## src/rtl/trap_pkg.sv

```systemverilog
package trap_pkg;

  typedef enum logic [1:0] {
    PRIV_U = 2'b00,
    PRIV_S = 2'b01,
    PRIV_M = 2'b11
  } priv_e;

  localparam int unsigned NEXC   = 5;
  localparam int unsigned NRANK  = 6;
  localparam int unsigned CODEW  = 4;

  localparam int unsigned ST_SIE  = 1;
  localparam int unsigned ST_MIE  = 3;
  localparam int unsigned ST_SPIE = 5;
  localparam int unsigned ST_MPIE = 7;
  localparam int unsigned ST_SPP  = 8;
  localparam int unsigned ST_MPPL = 11;
  localparam int unsigned ST_MPPH = 12;

  // cause code of exception request bit idx
  function automatic logic [CODEW-1:0] exc_code(input int idx, input priv_e p);
    case (idx)
      0:       return 4'd2;
      1:       return 4'd3;
      2:       return 4'd8 + {2'b00, p};
      3:       return 4'd4;
      default: return 4'd6;
    endcase
  endfunction

  // interrupt number at priority rank r (0 = highest)
  function automatic int unsigned irq_rank_code(input int r);
    case (r)
      0:       return 11;
      1:       return 9;
      2:       return 3;
      3:       return 1;
      4:       return 7;
      default: return 5;
    endcase
  endfunction

endpackage

```

## src/rtl/trap_irq_gate.sv

```systemverilog
module trap_irq_gate
  import trap_pkg::*;
#(
  parameter int unsigned IRQW = 16
) (
  input  logic            clk,
  input  logic            rst_n,
  input  priv_e           priv_i,
  input  logic            st_mie_i,
  input  logic            st_sie_i,
  input  logic [IRQW-1:0] pend_i,
  input  logic [IRQW-1:0] en_i,
  input  logic [IRQW-1:0] deleg_i,
  output logic [IRQW-1:0] ok_o
);

  logic m_en;
  logic s_en;

  assign m_en = (priv_i != PRIV_M) || st_mie_i;
  assign s_en = (priv_i == PRIV_U) || ((priv_i == PRIV_S) && st_sie_i);

  for (genvar g = 0; g < IRQW; g++) begin : g_line
    assign ok_o[g] = pend_i[g] && en_i[g] && (deleg_i[g] ? s_en : m_en);
  end

  AST_NO_SIRQ_IN_M: assert property (@(posedge clk) disable iff (!rst_n)
    (priv_i == PRIV_M) |-> ((ok_o & deleg_i) == '0));
  AST_MIRQ_GATED: assert property (@(posedge clk) disable iff (!rst_n)
    ((priv_i == PRIV_M) && !st_mie_i) |-> (ok_o == '0));

endmodule

```

## src/rtl/trap_arbiter.sv

```systemverilog
module trap_arbiter
  import trap_pkg::*;
#(
  parameter int unsigned XLEN = 32,
  parameter int unsigned IRQW = 16
) (
  input  logic             clk,
  input  logic             rst_n,
  input  priv_e            priv_i,
  input  logic [NEXC-1:0]  exc_req_i,
  input  logic [IRQW-1:0]  irq_ok_i,
  output logic             valid_o,
  output logic             is_irq_o,
  output logic [CODEW-1:0] code_o,
  output logic [XLEN-1:0]  cause_o
);

  localparam int unsigned PADW = XLEN - 1 - CODEW;

  logic             exc_hit;
  logic             irq_hit;
  logic [CODEW-1:0] ecode;
  logic [CODEW-1:0] icode;
  logic             unused_irq;

  assign unused_irq = ^irq_ok_i;

  always_comb begin
    exc_hit = 1'b0;
    ecode   = '0;
    for (int i = NEXC - 1; i >= 0; i--) begin
      if (exc_req_i[i]) begin
        exc_hit = 1'b1;
        ecode   = exc_code(i, priv_i);
      end
    end
    irq_hit = 1'b0;
    icode   = '0;
    for (int r = NRANK - 1; r >= 0; r--) begin
      if (irq_ok_i[irq_rank_code(r)]) begin
        irq_hit = 1'b1;
        icode   = CODEW'(irq_rank_code(r));
      end
    end
  end

  assign valid_o  = exc_hit || irq_hit;
  assign is_irq_o = irq_hit;
  assign code_o   = irq_hit ? icode : ecode;
  assign cause_o  = {irq_hit, {PADW{1'b0}}, code_o};

  AST_IRQ_BEATS_EXC: assert property (@(posedge clk) disable iff (!rst_n)
    ((irq_ok_i[11] || irq_ok_i[7]) && (exc_req_i != '0)) |-> (cause_o[XLEN-1] && valid_o));
  AST_ILLEGAL_FIRST: assert property (@(posedge clk) disable iff (!rst_n)
    ((irq_ok_i == '0) && exc_req_i[0]) |-> (cause_o == XLEN'(2)));

endmodule

```

## src/rtl/trap_route.sv

```systemverilog
module trap_route
  import trap_pkg::*;
#(
  parameter int unsigned IRQW = 16,
  parameter int unsigned EXCW = 16
) (
  input  logic             clk,
  input  logic             rst_n,
  input  priv_e            priv_i,
  input  logic             valid_i,
  input  logic             is_irq_i,
  input  logic [CODEW-1:0] code_i,
  input  logic [EXCW-1:0]  exc_deleg_i,
  input  logic [IRQW-1:0]  irq_deleg_i,
  output logic             to_s_o
);

  logic deleg_bit;

  assign deleg_bit = is_irq_i ? irq_deleg_i[code_i] : exc_deleg_i[code_i];
  assign to_s_o    = valid_i && (priv_i != PRIV_M) && deleg_bit;

  AST_NO_DELEG_FROM_M: assert property (@(posedge clk) disable iff (!rst_n)
    (valid_i && (priv_i == PRIV_M)) |-> !to_s_o);

endmodule

```

## src/rtl/trap_state.sv

```systemverilog
module trap_state
  import trap_pkg::*;
#(
  parameter int unsigned XLEN = 32
) (
  input  logic            clk,
  input  logic            rst_n,
  input  logic            trap_i,
  input  logic            to_s_i,
  input  logic [XLEN-1:0] cause_i,
  input  logic [XLEN-1:0] pc_i,
  input  logic [XLEN-1:0] mtvec_i,
  input  logic [XLEN-1:0] stvec_i,
  input  logic            mret_i,
  input  logic            sret_i,
  input  logic            we_i,
  input  logic [XLEN-1:0] wdata_i,
  output priv_e           priv_o,
  output logic            st_mie_o,
  output logic            st_sie_o,
  output logic [XLEN-1:0] status_o,
  output logic [XLEN-1:0] mcause_o,
  output logic [XLEN-1:0] scause_o,
  output logic [XLEN-1:0] mepc_o,
  output logic [XLEN-1:0] sepc_o,
  output logic            redirect_o,
  output logic [XLEN-1:0] redirect_pc_o
);

  priv_e           priv_q, priv_d, mpp_q, mpp_d;
  logic            mie_q, mie_d, sie_q, sie_d;
  logic            mpie_q, mpie_d, spie_q, spie_d;
  logic            spp_q, spp_d;
  logic [XLEN-1:0] mcause_q, mcause_d, scause_q, scause_d;
  logic [XLEN-1:0] mepc_q, mepc_d, sepc_q, sepc_d;
  logic [XLEN-1:0] rpc_q, rpc_d;
  logic            redir_q;
  logic            mret_fire, sret_fire, st_en;
  logic            unused_wd;

  assign mret_fire = mret_i && !trap_i && (priv_q == PRIV_M);
  assign sret_fire = sret_i && !trap_i && !mret_fire && (priv_q != PRIV_U);
  assign st_en     = trap_i || mret_fire || sret_fire || we_i;
  assign unused_wd = ^{wdata_i[XLEN-1:13], wdata_i[10:9], wdata_i[6],
                       wdata_i[4], wdata_i[2], wdata_i[0]};

  always_comb begin
    priv_d   = priv_q;
    mpp_d    = mpp_q;
    mie_d    = mie_q;
    sie_d    = sie_q;
    mpie_d   = mpie_q;
    spie_d   = spie_q;
    spp_d    = spp_q;
    mcause_d = mcause_q;
    scause_d = scause_q;
    mepc_d   = mepc_q;
    sepc_d   = sepc_q;
    rpc_d    = rpc_q;
    if (trap_i) begin
      if (to_s_i) begin
        scause_d = cause_i;
        sepc_d   = pc_i;
        spp_d    = (priv_q != PRIV_U);
        spie_d   = sie_q;
        sie_d    = 1'b0;
        priv_d   = PRIV_S;
        rpc_d    = stvec_i;
      end else begin
        mcause_d = cause_i;
        mepc_d   = pc_i;
        mpp_d    = priv_q;
        mpie_d   = mie_q;
        mie_d    = 1'b0;
        priv_d   = PRIV_M;
        rpc_d    = mtvec_i;
      end
    end else if (mret_fire) begin
      priv_d = mpp_q;
      mie_d  = mpie_q;
      mpie_d = 1'b1;
      mpp_d  = PRIV_U;
      rpc_d  = mepc_q;
    end else if (sret_fire) begin
      priv_d = spp_q ? PRIV_S : PRIV_U;
      sie_d  = spie_q;
      spie_d = 1'b1;
      spp_d  = 1'b0;
      rpc_d  = sepc_q;
    end else if (we_i) begin
      sie_d  = wdata_i[ST_SIE];
      mie_d  = wdata_i[ST_MIE];
      spie_d = wdata_i[ST_SPIE];
      mpie_d = wdata_i[ST_MPIE];
      spp_d  = wdata_i[ST_SPP];
      mpp_d  = (wdata_i[ST_MPPH:ST_MPPL] == 2'b10) ? PRIV_U
                                                   : priv_e'(wdata_i[ST_MPPH:ST_MPPL]);
    end
  end

  always_ff @(posedge clk or negedge rst_n) begin
    if (!rst_n) begin
      priv_q   <= PRIV_M;
      mpp_q    <= PRIV_U;
      mie_q    <= 1'b0;
      sie_q    <= 1'b0;
      mpie_q   <= 1'b0;
      spie_q   <= 1'b0;
      spp_q    <= 1'b0;
      mcause_q <= '0;
      scause_q <= '0;
      mepc_q   <= '0;
      sepc_q   <= '0;
      rpc_q    <= '0;
      redir_q  <= 1'b0;
    end else begin
      redir_q <= trap_i || mret_fire || sret_fire;
      if (st_en) begin
        priv_q   <= priv_d;
        mpp_q    <= mpp_d;
        mie_q    <= mie_d;
        sie_q    <= sie_d;
        mpie_q   <= mpie_d;
        spie_q   <= spie_d;
        spp_q    <= spp_d;
        mcause_q <= mcause_d;
        scause_q <= scause_d;
        mepc_q   <= mepc_d;
        sepc_q   <= sepc_d;
        rpc_q    <= rpc_d;
      end
    end
  end

  always_comb begin
    status_o                  = '0;
    status_o[ST_SIE]          = sie_q;
    status_o[ST_MIE]          = mie_q;
    status_o[ST_SPIE]         = spie_q;
    status_o[ST_MPIE]         = mpie_q;
    status_o[ST_SPP]          = spp_q;
    status_o[ST_MPPH:ST_MPPL] = mpp_q;
  end

  assign priv_o        = priv_q;
  assign st_mie_o      = mie_q;
  assign st_sie_o      = sie_q;
  assign mcause_o      = mcause_q;
  assign scause_o      = scause_q;
  assign mepc_o        = mepc_q;
  assign sepc_o        = sepc_q;
  assign redirect_o    = redir_q;
  assign redirect_pc_o = rpc_q;

  AST_M_ENTRY: assert property (@(posedge clk) disable iff (!rst_n)
    (trap_i && !to_s_i) |=> (!mie_q && (priv_q == PRIV_M) && (mepc_q == $past(pc_i))));
  AST_S_ENTRY: assert property (@(posedge clk) disable iff (!rst_n)
    (trap_i && to_s_i) |=> (!sie_q && (priv_q == PRIV_S) && (sepc_q == $past(pc_i))));
  AST_MRET_POP: assert property (@(posedge clk) disable iff (!rst_n)
    (mret_i && !trap_i && (priv_q == PRIV_M)) |=> ((priv_q == $past(mpp_q)) && (mpp_q == PRIV_U)));
  AST_MRET_IGNORED: assert property (@(posedge clk) disable iff (!rst_n)
    (mret_i && !sret_i && !trap_i && (priv_q != PRIV_M)) |=> (priv_q == $past(priv_q)));
  AST_SRET_POP: assert property (@(posedge clk) disable iff (!rst_n)
    (sret_i && !mret_i && !trap_i && (priv_q != PRIV_U)) |=> ((priv_q != PRIV_M) && !spp_q));

endmodule

```

## src/rtl/trap_ctrl.sv

```systemverilog
module trap_ctrl
  import trap_pkg::*;
#(
  parameter int unsigned XLEN = 32,
  parameter int unsigned IRQW = 16,
  parameter int unsigned EXCW = 16
) (
  input  logic            clk,
  input  logic            rst_n,
  input  logic [XLEN-1:0] pc_i,
  input  logic [4:0]      exc_req_i,
  input  logic [IRQW-1:0] irq_pend_i,
  input  logic [IRQW-1:0] irq_en_i,
  input  logic [IRQW-1:0] irq_deleg_i,
  input  logic [EXCW-1:0] exc_deleg_i,
  input  logic [XLEN-1:0] mtvec_i,
  input  logic [XLEN-1:0] stvec_i,
  input  logic            mret_i,
  input  logic            sret_i,
  input  logic            status_we_i,
  input  logic [XLEN-1:0] status_wdata_i,
  output logic [1:0]      priv_o,
  output logic [XLEN-1:0] status_o,
  output logic [XLEN-1:0] mcause_o,
  output logic [XLEN-1:0] scause_o,
  output logic [XLEN-1:0] mepc_o,
  output logic [XLEN-1:0] sepc_o,
  output logic            redirect_o,
  output logic [XLEN-1:0] redirect_pc_o
);

  priv_e            priv_w;
  logic             st_mie_w, st_sie_w;
  logic [IRQW-1:0]  irq_ok_w;
  logic             valid_w, is_irq_w, to_s_w;
  logic [CODEW-1:0] code_w;
  logic [XLEN-1:0]  cause_w;

  trap_irq_gate #(.IRQW(IRQW)) gate_i (
    .clk(clk), .rst_n(rst_n), .priv_i(priv_w),
    .st_mie_i(st_mie_w), .st_sie_i(st_sie_w),
    .pend_i(irq_pend_i), .en_i(irq_en_i), .deleg_i(irq_deleg_i),
    .ok_o(irq_ok_w)
  );

  trap_arbiter #(.XLEN(XLEN), .IRQW(IRQW)) arb_i (
    .clk(clk), .rst_n(rst_n), .priv_i(priv_w),
    .exc_req_i(exc_req_i), .irq_ok_i(irq_ok_w),
    .valid_o(valid_w), .is_irq_o(is_irq_w), .code_o(code_w), .cause_o(cause_w)
  );

  trap_route #(.IRQW(IRQW), .EXCW(EXCW)) route_i (
    .clk(clk), .rst_n(rst_n), .priv_i(priv_w),
    .valid_i(valid_w), .is_irq_i(is_irq_w), .code_i(code_w),
    .exc_deleg_i(exc_deleg_i), .irq_deleg_i(irq_deleg_i),
    .to_s_o(to_s_w)
  );

  trap_state #(.XLEN(XLEN)) state_i (
    .clk(clk), .rst_n(rst_n),
    .trap_i(valid_w), .to_s_i(to_s_w), .cause_i(cause_w), .pc_i(pc_i),
    .mtvec_i(mtvec_i), .stvec_i(stvec_i),
    .mret_i(mret_i), .sret_i(sret_i),
    .we_i(status_we_i), .wdata_i(status_wdata_i),
    .priv_o(priv_w), .st_mie_o(st_mie_w), .st_sie_o(st_sie_w),
    .status_o(status_o), .mcause_o(mcause_o), .scause_o(scause_o),
    .mepc_o(mepc_o), .sepc_o(sepc_o),
    .redirect_o(redirect_o), .redirect_pc_o(redirect_pc_o)
  );

  assign priv_o = priv_w;

endmodule

```

## config.mk

```make
export PLATFORM = sky130hd
export DESIGN_NAME = trap_ctrl
export DESIGN_NICKNAME = d
export VERILOG_FILES = /design/src/rtl/trap_pkg.sv /design/src/rtl/trap_irq_gate.sv /design/src/rtl/trap_arbiter.sv /design/src/rtl/trap_route.sv /design/src/rtl/trap_state.sv /design/src/rtl/trap_ctrl.sv
export SDC_FILE = /design/constraint.sdc
export NUM_CORES = 1
export LEC_CHECK = 0
export BUFFER_PORTS_ARGS = -buffer_cell sky130_fd_sc_hd__buf_4
export CAP_MARGIN = 40
export CORE_AREA = 5 5 152 154
export CTS_CLUSTER_DIAMETER = 200
export DETAILED_ROUTE_END_ITERATION = 8
export DIE_AREA = 0 0 157 159
export PLACE_DENSITY = 0.6
export SLEW_MARGIN = 20
export SYNTH_ARGS = -nofsm -noshare
export SYNTH_HDL_FRONTEND = slang
export SYNTH_SLANG_ARGS = --single-unit
```

## constraint.sdc

```tcl
create_clock -name clk -period 4.1 [get_ports clk]
set_input_delay 0.205 -clock clk [delete_from_list [all_inputs] [get_ports clk]]
set_output_delay 0.205 -clock clk [all_outputs]
set_load 0.02 [all_outputs]
```

## After elaboration in Yosys (flattened, before gate mapping)

Cells that the tools add are included.

| operators by class | value |
|---|---|
| multiplexer cells | 74 |
| reduce and logical (&&, ||, !) cells | 38 |
| shift operators | 0 |
| divide/modulo/power cells | 0 |
| multiply operators | 0 |
| magnitude comparators | 1 |
| add/sub/neg operators | 1 |
| equality and inequality tests | 8 |
| bitwise operators | 1 |

Operator list:

| kind | number |
|---|---|
| 2-to-1 mux 32 bit | 4 |
| 2-to-1 mux 1 bit | 46 |
| 2-to-1 mux 4 bit | 7 |
| logical AND 1 bit | 20 |
| 2-to-1 mux 2 bit | 10 |
| 2-to-1 mux 3 bit | 5 |
| nonzero test 3 bit | 3 |
| binary-select mux 1 bit (select 4 bit) | 2 |
| != test 2 bit (second input constant) | 4 |
| AND reduction 4 bit | 2 |
| logical OR 1 bit | 6 |
| AND reduction 3 bit | 2 |
| < comparator 4 x 5 -> 1 bit (second input constant) | 1 |
| adder 4 x 2 -> 4 bit (first input constant) | 1 |
| equality test 2 bit (second input constant) | 2 |
| != test 3 x 2 -> 1 bit (second input constant) | 1 |
| equality test 2 x 1 -> 1 bit (second input constant) | 1 |
| zero test 1 bit | 2 |
| zero test 2 bit | 1 |
| AND reduction 2 bit | 1 |
| nonzero test 2 bit | 1 |
| NOT 1 bit | 1 |

| storage, ports and cells | value |
|---|---|
| output and inout bits | 195 |
| bits in latches | 0 |
| register bits after elaboration | 116 |
| memories kept | 0 |
| bits of input ports | 202 |
| memory bits (writable) | 0 |
| memory bits (read-only) | 0 |
| logic and storage cells | 136 |

## Logic depth before layout (Yosys ltp)

| depth | value |
|---|---|
| depth in word-level cells | 21 |
| mapped depth | 14 |
| depth with buffers taken out | 9 |

## Hierarchy

Synthesis repeated with hierarchy kept, for this count alone.

| unflattened totals | value |
|---|---|
| cell total of the unflattened synthesis | 641 |
| area, all modules | 8,486.9 sq um |

Modules (own cells, without submodules):

| module | area an instance (sq um) | instances | seq. area each (sq um) | cells an instance |
|---|---|---|---|---|
| trap_state | 7,463.4 | 1 | 4,256.6 | 510 |
| trap_arbiter | 365.4 | 1 | 0.0 | 52 |
| trap_irq_gate | 339.1 | 1 | 0.0 | 53 |
| trap_route | 319.1 | 1 | 0.0 | 26 |

## Worst setup path after synthesis

OpenSTA, ideal clock, no wires.

| timing | value |
|---|---|
| path type | flip-flop to flip-flop |
| start | reg state_i.priv_q[0], in the netlist state_i.priv_o[0] |
| end | reg state_i.mepc_q[28], in the netlist state_i.mepc_o[28] |
| clock period less this slack | 3.324 ns |
| setup slack | 0.776 ns |
| setup time | 0.125 ns |
| required time | 3.975 ns |
| cell stages (with the launch flop) | 13 |
| path buffers | 3 |
| data arrival time | 3.199 ns |
| cells stage by stage | dfstp_2 > buf_4 > nand3b_1 > o21ai_1 > o2111ai_1 > nor2_1 > mux2_2 > o221a_2 > and4_1 > buf_4 > a21oi_2 > buf_4 > mux2_2 |

| on the way | value |
|---|---|
| longest elaborated chain between the ends | 21 |
| elaborated cells on any way between the ends | 57 |
| classes of those cells | add/sub: 1; eq/ne: 3; mux: 27; bitwise: 1; reduce/logical: 25 |

RTL lines:

| what | RTL line | RTL |
|---|---|---|
| start: declaration | trap_state.sv:30 | `priv_e priv_q, priv_d, mpp_q, mpp_d;` |
| start signal: assignment | trap_state.sv:119 | `priv_q <= priv_d;` |
| parallel branches: the longest is 20 deep, another holds 2-to-1 mux 4 bit | n/a |  |
| AND reduction 3 bit (no source line) * | n/a |  |
| end signal: assignment | trap_state.sv:128 | `mepc_q <= mepc_d;` |
| end: declaration | trap_state.sv:35 | `logic [XLEN-1:0] mepc_q, mepc_d, sepc_q, sepc_d;` |

Mark *: on every way between the ends. The select of a mux whose other input is x is not followed.
A chain may end at the register's enable or synchronous reset.

## Worst setup path after layout

| timing | value |
|---|---|
| start | reg state_i.sie_q, in the netlist state_i.st_sie_o |
| end | reg state_i.mepc_q[14], in the netlist state_i.mepc_o[14] |

| on the way | value |
|---|---|
| longest elaborated chain between the ends | 20 |
| elaborated cells on any way between the ends | 47 |
| classes of those cells | mux: 24; bitwise: 1; reduce/logical: 22 |

RTL lines:

| what | RTL line | RTL |
|---|---|---|
| start: declaration | trap_state.sv:31 | `logic mie_q, mie_d, sie_q, sie_d;` |
| start signal: assignment | trap_state.sv:122 | `sie_q <= sie_d;` |
| logical AND 1 bit * | trap_irq_gate.sv:21 | `assign s_en = (priv_i == PRIV_U) \|\| ((priv_i == PRIV_S) && st_sie_i);` |
| logical OR 1 bit * | trap_irq_gate.sv:21 |  |
| parallel branches: the longest is 17 deep, another holds 2-to-1 mux 4 bit | n/a |  |
| AND reduction 3 bit (no source line) * | n/a |  |

Marks and branches as above.

==> results.cfg <==
[sta]
timing.slew.headroom_pct = 50.74
timing.setup.tns_ns = 0
worst_pin_slew_ns = 0.7374
worst_clock_skew_ns = 0.01100
final.setup.worst_slack_ns = 0.3972
finalMaxSlewViolations = 0
timing.final.hold_violations = 0
report.final.setup_viol = 0
clock.fmax_mhz = 270.1
grt_setup_unrepaired = false
share_of_the_clock_period_used_by_the_worst_path_pct = 90.31
final.min_clock_period_ns = 3.703

[setup_path]
end_kind = flop
worstSetupStartpointType = flop
crit_path_max_fanout = 42
setup_cp_type = flop to flop
crit_required_ns = 4.39
worst_ep_arrival_time_ns = 3.99
reg2reg_setup_slack_ns = 0.40

[finish]
finish.net_count = 1092
instances_no_fill = 1183
area.growth.synth_to_final_pct = 40.11
antenna_diodes = 0
final_layout_size_suffix_gt1_share_pct = 38.98
final_core_utilization_pct = 42.66

[synthesis]
post_synth_main_area_contributors = sky130_fd_sc_hd__dfrtp_1, sky130_fd_sc_hd__buf_4, sky130_fd_sc_hd__mux2_1, sky130_fd_sc_hd__a221o_1, sky130_fd_sc_hd__nand2_1
postSynthRegisterBits = 116
post_synth.cell_area_avg_um2 = 10.48
yosys.cell_types.count = 58
yosys.cell_count.top_type = sky130_fd_sc_hd__dfrtp_1
synth_seq_area_share_pct = 44.27
ys.flop_type = sky130_fd_sc_hd__dfrtp_1
synthCells = 626
synth_warn = 0
top_area_cell_type_share_of_the_netlist_area_pct = 43.47
synth_commonest_cells = sky130_fd_sc_hd__dfrtp_1, sky130_fd_sc_hd__buf_4, sky130_fd_sc_hd__nand2_1, sky130_fd_sc_hd__mux2_1, sky130_fd_sc_hd__nor2_1
largest_area_contributor_in_the_synthesized_netlist = sky130_fd_sc_hd__dfrtp_1
synth.cell_area_um2 = 6563
count_of_flip_flops_with_a_built_in_enable_after_synthesis = 0
async_flop_share_pct = 100.0

[placed_design]
placement.io_buffers = 264
routabilityCongestion = 0.8207
place.detailed.hpwl_um = 16040
placed_cells_incl_taps = 1145
pre_cts_slack_ns = 0.4108

[global_route]
first_global_vias = 5830
grt_max_degree = 52
grt-ovfl-total = 0
wire_length_of_the_first_global_routing_pass_um = 33350
globalRouteTotalUtil_pct = 16.88
number_of_antenna_violations_at_the_first_check_in_global_routing = 0

[die]
initial_utilization_pct = 30.45
core_region_area_um2 = 21550
fp.dieH_um = 159
fp.dieArea_um2 = 24960
fp.dieW_um = 157
floorplan.io_pins = 397
fp_rows = 54

[routing]
wl_per_cell_um = 18.66
wire_length_reported_by_the_detailed_router_um = 22070
first_pass_iters = 5
detailroute.via_count = 5725
detail_route.iter0.violations = 209
number_of_nets_with_antenna_violations_after_routing = 0
drt-vias-per-instance = 4.839
drt_drc_violations_left = 0

[clocking]
cts-resized-gates = 0
htree_num_levels = 4
cts_made_buffers = 17
clock_tree_from_tritoncts = done
max-clock-path-buffers = 2
path_clk_slew_ns = 0.06
cell_at_the_root_of_the_clock_tree = sky130_fd_sc_hd__clkbuf_16
cts.sink_count = 116
clk-insertion-delay-late_ns = 0.41

[pwr]
power.density_nw_per_um2 = 477.4
p_total_mw = 4.390
worst_ir_drop_on_vdd_mv = 0.2704
power_leakage_nw = 4.421

[job]
cap_violations = 0

[status]
status = completed

[hold_path]
type_of_the_most_critical_hold_path = input port to flop
[cell families (layout without fill, tap and decap cells)]
| group | after synthesis | in the layout | synth area share, % |
|---|---|---|---|
| multiplexers | 81 | 81 | 14.05 |
| other | 1 | 79 | 0.05714 |
| AO/OA/AOI/OAI | 122 | 122 | 15.63 |
| flip-flops | 116 | 116 | 44.27 |
| buffers and inverters | 131 | 330 | 13.90 |
| AND/OR/NAND/NOR | 175 | 175 | 12.09 |
[state kept, by name (all words and copies together), names as in the netlist]
| signal | count |
|---|---|
| state_i.mcause_o | 5 |
| state_i.mepc_o | 32 |
| state_i.mpie_q | 1 |
| state_i.mpp_q | 2 |
| state_i.priv_o | 2 |
| state_i.redirect_o | 1 |
| state_i.redirect_pc_o | 32 |
| state_i.scause_o | 5 |
| state_i.sepc_o | 32 |
| state_i.spie_q | 1 |
| state_i.spp_q | 1 |
| state_i.st_mie_o | 1 |
| state_i.st_sie_o | 1 |
[layout by cell type, fill, tap and decap left out, types with 13 or more instances in the layout]
| cell type | count |
|---|---|
| sky130_fd_sc_hd__o21ai_0 | 13 |
| sky130_fd_sc_hd__a311oi_1 | 32 |
| sky130_fd_sc_hd__nand2_1 | 84 |
| sky130_fd_sc_hd__a221o_1 | 32 |
| sky130_fd_sc_hd__nor2_1 | 42 |
| sky130_fd_sc_hd__nand3_1 | 14 |
| sky130_fd_sc_hd__mux2_1 | 56 |
| sky130_fd_sc_hd__mux2_2 | 23 |
| sky130_fd_sc_hd__clkbuf_16 | 17 |
| sky130_fd_sc_hd__conb_1 | 79 |
| sky130_fd_sc_hd__dfrtp_1 | 114 |
| sky130_fd_sc_hd__buf_4 | 279 |
[metal layers]
| layer | share of wire (%) | track usage, % | routed length, um | up-vias |
|---|---|---|---|---|
| li1 | - | - | - | 2652 |
| met1 | 40 | 20.88 | 8825 | 2776 |
| met2 | 48 | 27.95 | 10660 | 274 |
| met3 | 9.8 | 5.273 | 2156 | 23 |
| met4 | 1.9 | 5.483 | 430 | 0 |
| met5 | 0 | 0 | 0 | - |
[stage by stage]
stage	hold WS, ns	instance area (um2)
global route	0.001399	9195
floorplan	-0.09059	6855
detailed placement	0.1937	8538
global placement	0.1955	8518
finish	0.02134	9195
CTS	0.0009951	9195
[critical path, stage by stage (launching register included)]
cell,delay (ns)
sky130_fd_sc_hd__dfrtp_1,0.46
sky130_fd_sc_hd__nand2b_1,0.23
sky130_fd_sc_hd__nand2_1,0.15
sky130_fd_sc_hd__o2111a_1,0.40
sky130_fd_sc_hd__a2111oi_2,0.62
sky130_fd_sc_hd__nand2_1,0.15
sky130_fd_sc_hd__o221a_2,0.30
sky130_fd_sc_hd__and4_1,0.23
sky130_fd_sc_hd__buf_4,0.17
sky130_fd_sc_hd__a21oi_4,0.19
sky130_fd_sc_hd__buf_12,0.25
sky130_fd_sc_hd__mux2_2,0.37
[layout make-up]
type | instances | area (um2)
clock inverter | 14 | 167.7
clock buffer | 18 | 429.2
sequential | 116 | 2905
timing repair buffer | 289 | 2235
tap | 280 | 350.3
multi-input combinational | 457 | 3074
inverter | 9 | 33.78
fill | 2096 | 12360
[path summary, 6_finish.rpt]
| path | start | end | cells past startpoint |
|---|---|---|---|
| max | state_i.st_sie_o | state_i.mepc_o[14] | 11 |
| min | stvec_i[21] | state_i.redirect_pc_o[21] | 2 |
| max reg2reg | state_i.st_sie_o | state_i.mepc_o[14] | 11 |
| min reg2reg | state_i.scause_o[2] | state_i.scause_o[2] | 1 |
| max in group asynchronous | rst_n | state_i.mcause_o[31] | 3 |
| min in group asynchronous | rst_n | state_i.sepc_o[12] | 2 |
[power by group]
part | switching, mW | total (mW) | internal [mW]
Sequential | 0.180 | 1.56 | 1.38
Combinational | 0.732 | 1.32 | 0.587
Clock | 0.596 | 1.51 | 0.915
[timing repair]
| item | CTS | global route |
|---|---|---|
| endpoints found under the hold margin | 41 | 0 |
| buffers inserted | 0 | 0 |
| hold buffers | 6 | 0 |
No activity file was read; power rests on OpenSTA's default activity.
